## config.mk

```make
export PLATFORM = sky130hd
export DESIGN_NAME = nested_level_ctrl
export DESIGN_NICKNAME = d
export VERILOG_FILES = /design/src/rtl/nlc_pkg.sv /design/src/rtl/nlc_ctrl_regs.sv /design/src/rtl/nlc_toplevel_path.sv /design/src/rtl/nlc_hold_tracker.sv /design/src/rtl/nested_level_ctrl.sv
export SDC_FILE = /design/constraint.sdc
export NUM_CORES = 1
export LEC_CHECK = 0
export BUFFER_PORTS_ARGS = -buffer_cell sky130_fd_sc_hd__buf_4
export CORE_MARGIN = 1
export CORE_UTILIZATION = 39
export DETAILED_ROUTE_END_ITERATION = 8
export PLACE_DENSITY = 0.77
export SETUP_SLACK_MARGIN = 0.1
export SYNTH_ARGS = -nofsm -noshare
export SYNTH_HDL_FRONTEND = slang
export SYNTH_SLANG_ARGS = --single-unit
```

## constraint.sdc

```tcl
create_clock -name clk -period 1.3 [get_ports clk]
set_clock_uncertainty 0.1 [all_clocks]
set_input_delay 0.13 -clock clk [delete_from_list [all_inputs] [get_ports clk]]
set_output_delay 0.13 -clock clk [all_outputs]
set_load 0.02 [all_outputs]
```

## src/rtl/nlc_pkg.sv

```systemverilog
// Package: shared constants for the nested interrupt level controller.
// Assumes an 8-bit register port and seven nestable levels (level 0 highest).
package nlc_pkg;
    localparam int DATA_W  = 8;
    localparam int LEVELS  = 7;
    localparam int LVL_W   = $clog2(LEVELS + 1);

    // register select on the one-bit address
    typedef enum logic {
        SEL_CTRL = 1'b0,
        SEL_NEST = 1'b1
    } reg_sel_e;

    // control register bit positions (the vector nibble is decoded upstream)
    localparam int CB_WAIT  = 0;
    localparam int CB_A0PIN = 1;
    localparam int CB_TLPIN = 2;
    localparam int CB_RISE  = 3;
    localparam int CB_VLO   = 4;

    // nesting register: sticky flag at the top bit
    localparam int NB_STICKY = DATA_W - 1;

    // control register value after reset (low nibble only)
    localparam logic [3:0] CTRL_RST_LO = 4'b0110;
endpackage

```

## src/rtl/nlc_ctrl_regs.sv

```systemverilog
// Module: nlc_ctrl_regs
// Holds the control register and the sticky non-maskable flag, and muxes read data.
// Assumes DATA_W = LEVELS + 1 so the nesting register packs flag and hold bits.
// The vector nibble is intentionally not reset.
module nlc_ctrl_regs
    import nlc_pkg::*;
#(
    parameter int W   = DATA_W,
    parameter int LVS = LEVELS
) (
    input  logic           clk,
    input  logic           rst_n,
    input  logic           wr_en,
    input  logic           addr,
    input  logic [W-1:0]   wdata,
    input  logic [LVS-1:0] hold,
    output logic [W-1:0]   rdata,
    output logic [3:0]     vec_hi,
    output logic           edge_rise,
    output logic           tl_from_pin,
    output logic           a0_from_pin,
    output logic           wait_en,
    output logic           nm_flag
);
    localparam int VHI_W = W - CB_VLO;

    logic [VHI_W-1:0] vhi_q;
    logic [3:0]       lo_q;
    logic             nm_q;
    reg_sel_e         sel;

    assign sel = reg_sel_e'(addr);

    // vector nibble: loaded by software only, no reset value
    always_ff @(posedge clk) begin
        if (wr_en && sel == SEL_CTRL) begin
            vhi_q <= wdata[W-1:CB_VLO];
        end
    end

    // control low nibble: reset to defaults, written by software
    always_ff @(posedge clk) begin
        if (!rst_n) begin
            lo_q <= CTRL_RST_LO;
        end else if (wr_en && sel == SEL_CTRL) begin
            lo_q <= wdata[CB_VLO-1:0];
        end
    end

    // sticky flag: writes can set it, only reset clears it
    always_ff @(posedge clk) begin
        if (!rst_n) begin
            nm_q <= 1'b0;
        end else if (wr_en && sel == SEL_NEST && wdata[NB_STICKY]) begin
            nm_q <= 1'b1;
        end
    end

    // read mux over the two registers
    always_comb begin
        unique case (sel)
            SEL_CTRL: rdata = {vhi_q, lo_q};
            default:  rdata = {nm_q, hold};
        endcase
    end

    assign vec_hi      = vhi_q[3:0];
    assign edge_rise   = lo_q[CB_RISE];
    assign tl_from_pin = lo_q[CB_TLPIN];
    assign a0_from_pin = lo_q[CB_A0PIN];
    assign wait_en     = lo_q[CB_WAIT];
    assign nm_flag     = nm_q;
endmodule

```

## src/rtl/nlc_toplevel_path.sv

```systemverilog
// Module: nlc_toplevel_path
// Synchronises the non-maskable pin, detects the chosen edge, selects the
// top-level source, keeps the pending flag and gates the request.
// Assumes wdog_eoc is already synchronous and one cycle wide.
module nlc_toplevel_path #(
    parameter int SYNC_STAGES = 2
) (
    input  logic clk,
    input  logic rst_n,
    input  logic nmi_pin,
    input  logic wdog_eoc,
    input  logic edge_rise,
    input  logic tl_from_pin,
    input  logic tl_ack,
    input  logic nm_flag,
    input  logic int_en,
    input  logic tl_mask,
    output logic tl_event,
    output logic tl_pending,
    output logic tl_req
);
    logic [SYNC_STAGES-1:0] sync_q;
    logic                   prev_q;
    logic                   pend_q;
    logic                   rise_det;
    logic                   fall_det;
    logic                   pin_evt;

    // synchroniser chain for the asynchronous pin
    generate
        if (SYNC_STAGES == 1) begin : g_one
            always_ff @(posedge clk) begin
                if (!rst_n) sync_q <= '0;
                else        sync_q <= nmi_pin;
            end
        end else begin : g_many
            always_ff @(posedge clk) begin
                if (!rst_n) sync_q <= '0;
                else        sync_q <= {sync_q[SYNC_STAGES-2:0], nmi_pin};
            end
        end
    endgenerate

    // previous synchronised level for edge detection
    always_ff @(posedge clk) begin
        if (!rst_n) prev_q <= 1'b0;
        else        prev_q <= sync_q[SYNC_STAGES-1];
    end

    // edge detection and source selection
    always_comb begin
        rise_det = sync_q[SYNC_STAGES-1] & ~prev_q;
        fall_det = ~sync_q[SYNC_STAGES-1] & prev_q;
        pin_evt  = edge_rise ? rise_det : fall_det;
        tl_event = tl_from_pin ? pin_evt : wdog_eoc;
    end

    // pending flag: event has priority over acknowledge
    always_ff @(posedge clk) begin
        if (!rst_n)        pend_q <= 1'b0;
        else if (tl_event) pend_q <= 1'b1;
        else if (tl_ack)   pend_q <= 1'b0;
    end

    // request gating by the sticky flag and the enables
    always_comb begin
        tl_pending = pend_q;
        tl_req     = nm_flag ? pend_q : (pend_q & int_en & tl_mask);
    end
endmodule

```

## src/rtl/nlc_hold_tracker.sv

```systemverilog
// Module: nlc_hold_tracker
// Tracks preempted priority levels in nested mode and reports the level that
// the next interrupt return resumes (lowest set bit = highest priority).
// Assumes levels above LEVELS-1 are never preempted into the set.
module nlc_hold_tracker
    import nlc_pkg::*;
#(
    parameter int LVS = LEVELS,
    parameter int LW  = LVL_W
) (
    input  logic           clk,
    input  logic           rst_n,
    input  logic           nested_mode,
    input  logic           preempt_vld,
    input  logic [LW-1:0]  cur_level,
    input  logic [LW-1:0]  new_level,
    input  logic           new_top,
    input  logic           iret,
    output logic [LVS-1:0] hold,
    output logic           resume_vld,
    output logic [LW-1:0]  resume_level
);
    logic [LVS-1:0] hold_q;
    logic [LVS-1:0] set_mask;
    logic [LVS-1:0] clr_mask;
    logic           qualify;

    // decide whether this preemption marks the running level
    always_comb begin
        qualify  = nested_mode && preempt_vld && !new_top &&
                   (new_level < cur_level) && (32'(cur_level) < LVS);
        set_mask = '0;
        for (int i = 0; i < LVS; i++) begin
            if (qualify && 32'(cur_level) == i) set_mask[i] = 1'b1;
        end
    end

    // find the lowest-numbered held level
    always_comb begin
        resume_level = '0;
        clr_mask     = '0;
        for (int i = LVS - 1; i >= 0; i--) begin
            if (hold_q[i]) begin
                resume_level = LW'(i);
                clr_mask     = '0;
                clr_mask[i]  = 1'b1;
            end
        end
    end

    // update the set: clear on return using the old set, then add new mark
    always_ff @(posedge clk) begin
        if (!rst_n) begin
            hold_q <= '0;
        end else begin
            hold_q <= (hold_q & ~(iret ? clr_mask : '0)) | set_mask;
        end
    end

    assign hold       = hold_q;
    assign resume_vld = |hold_q;
endmodule

```

## src/rtl/nested_level_ctrl.sv

```systemverilog
// Module: nested_level_ctrl (top)
// Ties together the register file, the top-level request path, the A0 source
// routing and the hold-level tracker.
// Assumes all inputs except nmi_pin are synchronous to clk.
module nested_level_ctrl
    import nlc_pkg::*;
#(
    parameter int SYNC_STAGES = 2
) (
    input  logic              clk,
    input  logic              rst_n,
    input  logic              reg_wr,
    input  logic              reg_addr,
    input  logic [DATA_W-1:0] reg_wdata,
    output logic [DATA_W-1:0] reg_rdata,
    input  logic              nmi_pin,
    input  logic              wdog_eoc,
    input  logic              ext_int_pin,
    input  logic              int_en,
    input  logic              tl_mask,
    input  logic              tl_ack,
    output logic              tl_req,
    output logic              tl_pending,
    output logic              inta0_src,
    output logic [3:0]        vec_hi,
    output logic              ext_wait_en,
    input  logic              nested_mode,
    input  logic              preempt_vld,
    input  logic [LVL_W-1:0]  cur_level,
    input  logic [LVL_W-1:0]  new_level,
    input  logic              new_top,
    input  logic              iret,
    output logic [LEVELS-1:0] hold_levels,
    output logic              resume_vld,
    output logic [LVL_W-1:0]  resume_level
);
    logic edge_rise;
    logic tl_from_pin;
    logic a0_from_pin;
    logic nm_flag;
    logic tl_event;

    nlc_ctrl_regs #(.W(DATA_W), .LVS(LEVELS)) u_regs (
        .clk         (clk),
        .rst_n       (rst_n),
        .wr_en       (reg_wr),
        .addr        (reg_addr),
        .wdata       (reg_wdata),
        .hold        (hold_levels),
        .rdata       (reg_rdata),
        .vec_hi      (vec_hi),
        .edge_rise   (edge_rise),
        .tl_from_pin (tl_from_pin),
        .a0_from_pin (a0_from_pin),
        .wait_en     (ext_wait_en),
        .nm_flag     (nm_flag)
    );

    nlc_toplevel_path #(.SYNC_STAGES(SYNC_STAGES)) u_tl (
        .clk         (clk),
        .rst_n       (rst_n),
        .nmi_pin     (nmi_pin),
        .wdog_eoc    (wdog_eoc),
        .edge_rise   (edge_rise),
        .tl_from_pin (tl_from_pin),
        .tl_ack      (tl_ack),
        .nm_flag     (nm_flag),
        .int_en      (int_en),
        .tl_mask     (tl_mask),
        .tl_event    (tl_event),
        .tl_pending  (tl_pending),
        .tl_req      (tl_req)
    );

    // A0 routing: the watchdog goes to A0 only when the top level does not own it
    always_comb begin
        if (tl_from_pin && !a0_from_pin) inta0_src = wdog_eoc;
        else                             inta0_src = ext_int_pin;
    end

    nlc_hold_tracker #(.LVS(LEVELS), .LW(LVL_W)) u_hold (
        .clk          (clk),
        .rst_n        (rst_n),
        .nested_mode  (nested_mode),
        .preempt_vld  (preempt_vld),
        .cur_level    (cur_level),
        .new_level    (new_level),
        .new_top      (new_top),
        .iret         (iret),
        .hold         (hold_levels),
        .resume_vld   (resume_vld),
        .resume_level (resume_level)
    );
endmodule

```

==> metrics.yaml <==
slowest_stage: "dfxtp_4"
p_comb_frac: 0.247
slew_violations: 0
path_clk_slew_ns: 0.12
dieArea_um2: 2806
start_kind: "flop"
core_area_um2: 2455
seqPwrFrac: 0.423
r2r-end: "u_hold.hold[5]"
hold_viol_final: 0
power_density_nw_per_um2: 781.9
synth_nets: 134
internal_power_mw: 1.180
cap_viol_max_count: 0
synthesis.area_um2: 1013
initial_core_util: 0.4128
die_w_um: 52.98
fin_ws_ns: -0.2089
drt_wl_total_mm: 3.698
hpwl_mm: 2.061
cts_sinks: 20
final_area_um2: 2031
cp.arrival_ns: 1.28
detailroute.via_count: 1195
rsz0062_at_grt: "yes"
port-buffer-count: 54
grt_first_pass_wirelength_mm: 5.133
yosysSeqAreaShare: 0.4346
setup_viol: 16
yosysWarningCount: 0
rows: 18
antenna_found_initial: 0
max_slew_margin: 0.7071
fin_crit_ns: 1.509
hold_path_end: "u_hold.hold[5]"
grt_pass1_vias: 1075
worst_hold_path_type: "input pin to flop"
viasPerCell: 5.457
dr.pass1.iters: 4
finalNetCount: 220
register_area_um2: 464.2
io_pins: 55
crit_buf_inv: 1
h-tree-depth: 1
drc: 0
violations: "setup timing"
drt_iter0_markers: 27
status: "finished with violations"
clockRootBuffer: "clkbuf_4"
end_kind: "primary output"
grt_max_degree: 21
p_switching_mw: 0.4083
crit_required_ns: 1.07
postPlaceCellArea_um2: 1525
wl_per_cell_um: 16.89
syn_inst: 104
r2r_start: "u_hold.hold[0]"
numCtsBuffers: 3
yosysUniqueCellTypes: 34
gp_routability_congestion: 0.7006
path_delay_family: "flip-flops"
avgSynthCellArea_um2: 9.745
grt_usage: 0.2593
grt-ovfl-total: 0
dieHeight_um: 52.98
max-vdd-ir-drop_uv: 733.7
ff2ff_path_depth: 4
p_leak_nw: 0.9060
tritoncts: "done"
holdPathStages: 3
tightestPinTransition_ns: 0.4374
path_class: "flop to primary output"
cpPeakStageDelay_ns: 0.36
fmaxAchievable_ghz: 0.6627
hold_slack_ns: 0.06335
hold_path.startpoint: "cur_level[0]"
r2r_setup_slack_ns: -0.15
cts.path.max_buffers: 2
min_period_over_period: 1.161
pwr-share-clk: 0.330
p_sw_frac: 0.2571
clock_latency_ns: 0.31
cp_cell_sequence: "or2_4 > a21oi_2 > nor3_2 > buf_4"
tns_ns: -2.003
multi_input_area_um2: 678.2
syn_to_final_growth_pct: 100.4
path_depth: 4
layout-drive-gt1-share: 0.6296
ys_ff_latch: 20
p_total_mw: 1.588
fillCellCount: 141
critPathMaxFanout: 4
antenna_cells: 0
postRouteAntennaNets: 0
[cell usage after synthesis]
library cell / instances / share of area
nor4b_1: 1 / 0.0086
o31a_1: 1 / 0.0086
edfxtp_1: 4 / 0.12
nand4_1: 2 / 0.012
and2b_2: 1 / 0.0086
o21ai_1: 1 / 0.0049
o22ai_1: 2 / 0.012
a31oi_1: 1 / 0.0062
nand4b_1: 2 / 0.017
ha_1: 2 / 0.025
nand3_1: 2 / 0.0099
nor4_1: 2 / 0.012
dfxtp_1: 16 / 0.32
and2_1: 3 / 0.019
and4b_1: 1 / 0.0099
a21oi_1: 3 / 0.015
o311ai_4: 1 / 0.026
o21bai_1: 1 / 0.0074
nor2b_1: 6 / 0.037
or2_1: 1 / 0.0062
clkbuf_1: 1 / 0.0037
nand2_1: 7 / 0.026
o31ai_1: 1 / 0.0074
or3b_4: 1 / 0.011
mux2i_1: 3 / 0.030
o21ai_0: 6 / 0.030
inv_1: 7 / 0.026
nor2_1: 3 / 0.011
mux2_2: 7 / 0.078
o211ai_1: 6 / 0.044
buf_2: 4 / 0.020
o21ai_2: 1 / 0.0086
and3b_2: 1 / 0.0099
nor3_1: 3 / 0.015
[cell families (layout without fill, tap and decap cells)]
kind of cell | Yosys count | count (layout) | share of synthesized area
and+or+nand+nor | 36 | 36 | 0.2136
buffers and inverters | 12 | 97 | 0.04938
DFF | 20 | 20 | 0.4346
AOI/OAI and AO/OA | 24 | 24 | 0.1704
adders and majority gates | 2 | 2 | 0.02469
muxes | 10 | 10 | 0.1074
[flip-flops by register name (all words and copies together), names as in the netlist]
register         flops
u_regs.nm_flag       1
u_tl.sync_q          2
u_regs.lo_q          4
u_tl.tl_pending      1
u_tl.prev_q          1
u_hold.hold          7
u_regs.vec_hi        4
[tightest hold or removal path: stages]
cell and delay, ns:
buf_4 0.13, nand4_1 0.12, o21ai_2 0.07
[worst max-delay path by stage]
stage	from	endpoint	slack (ns)
after floorplan	u_hold.hold[0]	u_hold.hold[5]	-0.02
after global placement	cur_level[2]	u_hold.hold[6]	0.02
after detailed placement	cur_level[2]	u_hold.hold[6]	-0.06
after CTS	u_hold.hold[3]	resume_vld	-0.21
after global routing	u_hold.hold[2]	resume_level[1]	-0.25
final	u_hold.hold[2]	resume_level[1]	-0.21
[power groups by stage]
| stage | Sequential [mW] | Combinational, mW | Clock, mW |
|---|---|---|---|
| global route | 0.673 | 0.415 | 0.555 |
| finish | 0.671 | 0.392 | 0.525 |
| floorplan | 0.694 | 0.129 | 0 |
| CTS | 0.667 | 0.355 | 0.521 |
| global placement | 0.678 | 0.273 | 0 |
| detailed placement | 0.680 | 0.281 | 0 |
[per-stage QoR]
stage          setup slack (ns)  std cells  utilization
2_1_floorplan          -0.02211        104            -
3_3_place_gp            0.01945        190       0.6213
3_5_place_dp           -0.05702        190       0.6213
4_1_cts                 -0.2108        216       0.7824
5_1_grt                 -0.2464        219       0.8272
6_report                -0.2089        219       0.8272
[repair_timing]
action / CTS / global route
buffers inserted: 10 / 3
gates resized for setup: 43 / 20
pin swaps: 8 / 7
endpoints found under the setup margin: 19 / 28
endpoints found under the hold margin: 11 / 0
hold buffers: 12 / 0
[cell usage in the layout (no fill, tap or decap), types with 3 or more instances in the layout]
cell           instances
dfxtp_4                4
and2_1                 3
dlygate4sd3_1         12
o211ai_1               6
mux2i_1                3
nor2b_1                5
o21ai_1                3
buf_6                 23
nand2_1                6
a21oi_2                3
dfxtp_1                5
dfxtp_2                7
nor2_1                 3
buf_4                 50
clkbuf_4               3
nor3_2                 3
edfxtp_1               4
mux2_4                 6
inv_1                  6
[layer usage]
| metal | share of wire | up-vias | global-route usage | wire length, um |
|---|---|---|---|---|
| met4 | 0.025 | 0 | 0.06579 | 94 |
| met5 | 0 | - | 0 | 0 |
| met1 | 0.39 | 574 | 0.3039 | 1436 |
| met3 | 0.052 | 9 | 0.03448 | 193 |
| met2 | 0.53 | 58 | 0.4873 | 1973 |
| li1 | - | 554 | - | - |
[layout make-up]
type	count	area share
well taps	30	0.01848
flip-flops and latches	20	0.2286
multi-input cells	72	0.3339
repair buffers	86	0.3789
clock inverters	1	0.01479
clock buffers	3	0.01109
inverters	7	0.01417
Power figures use the tool's default switching activity.
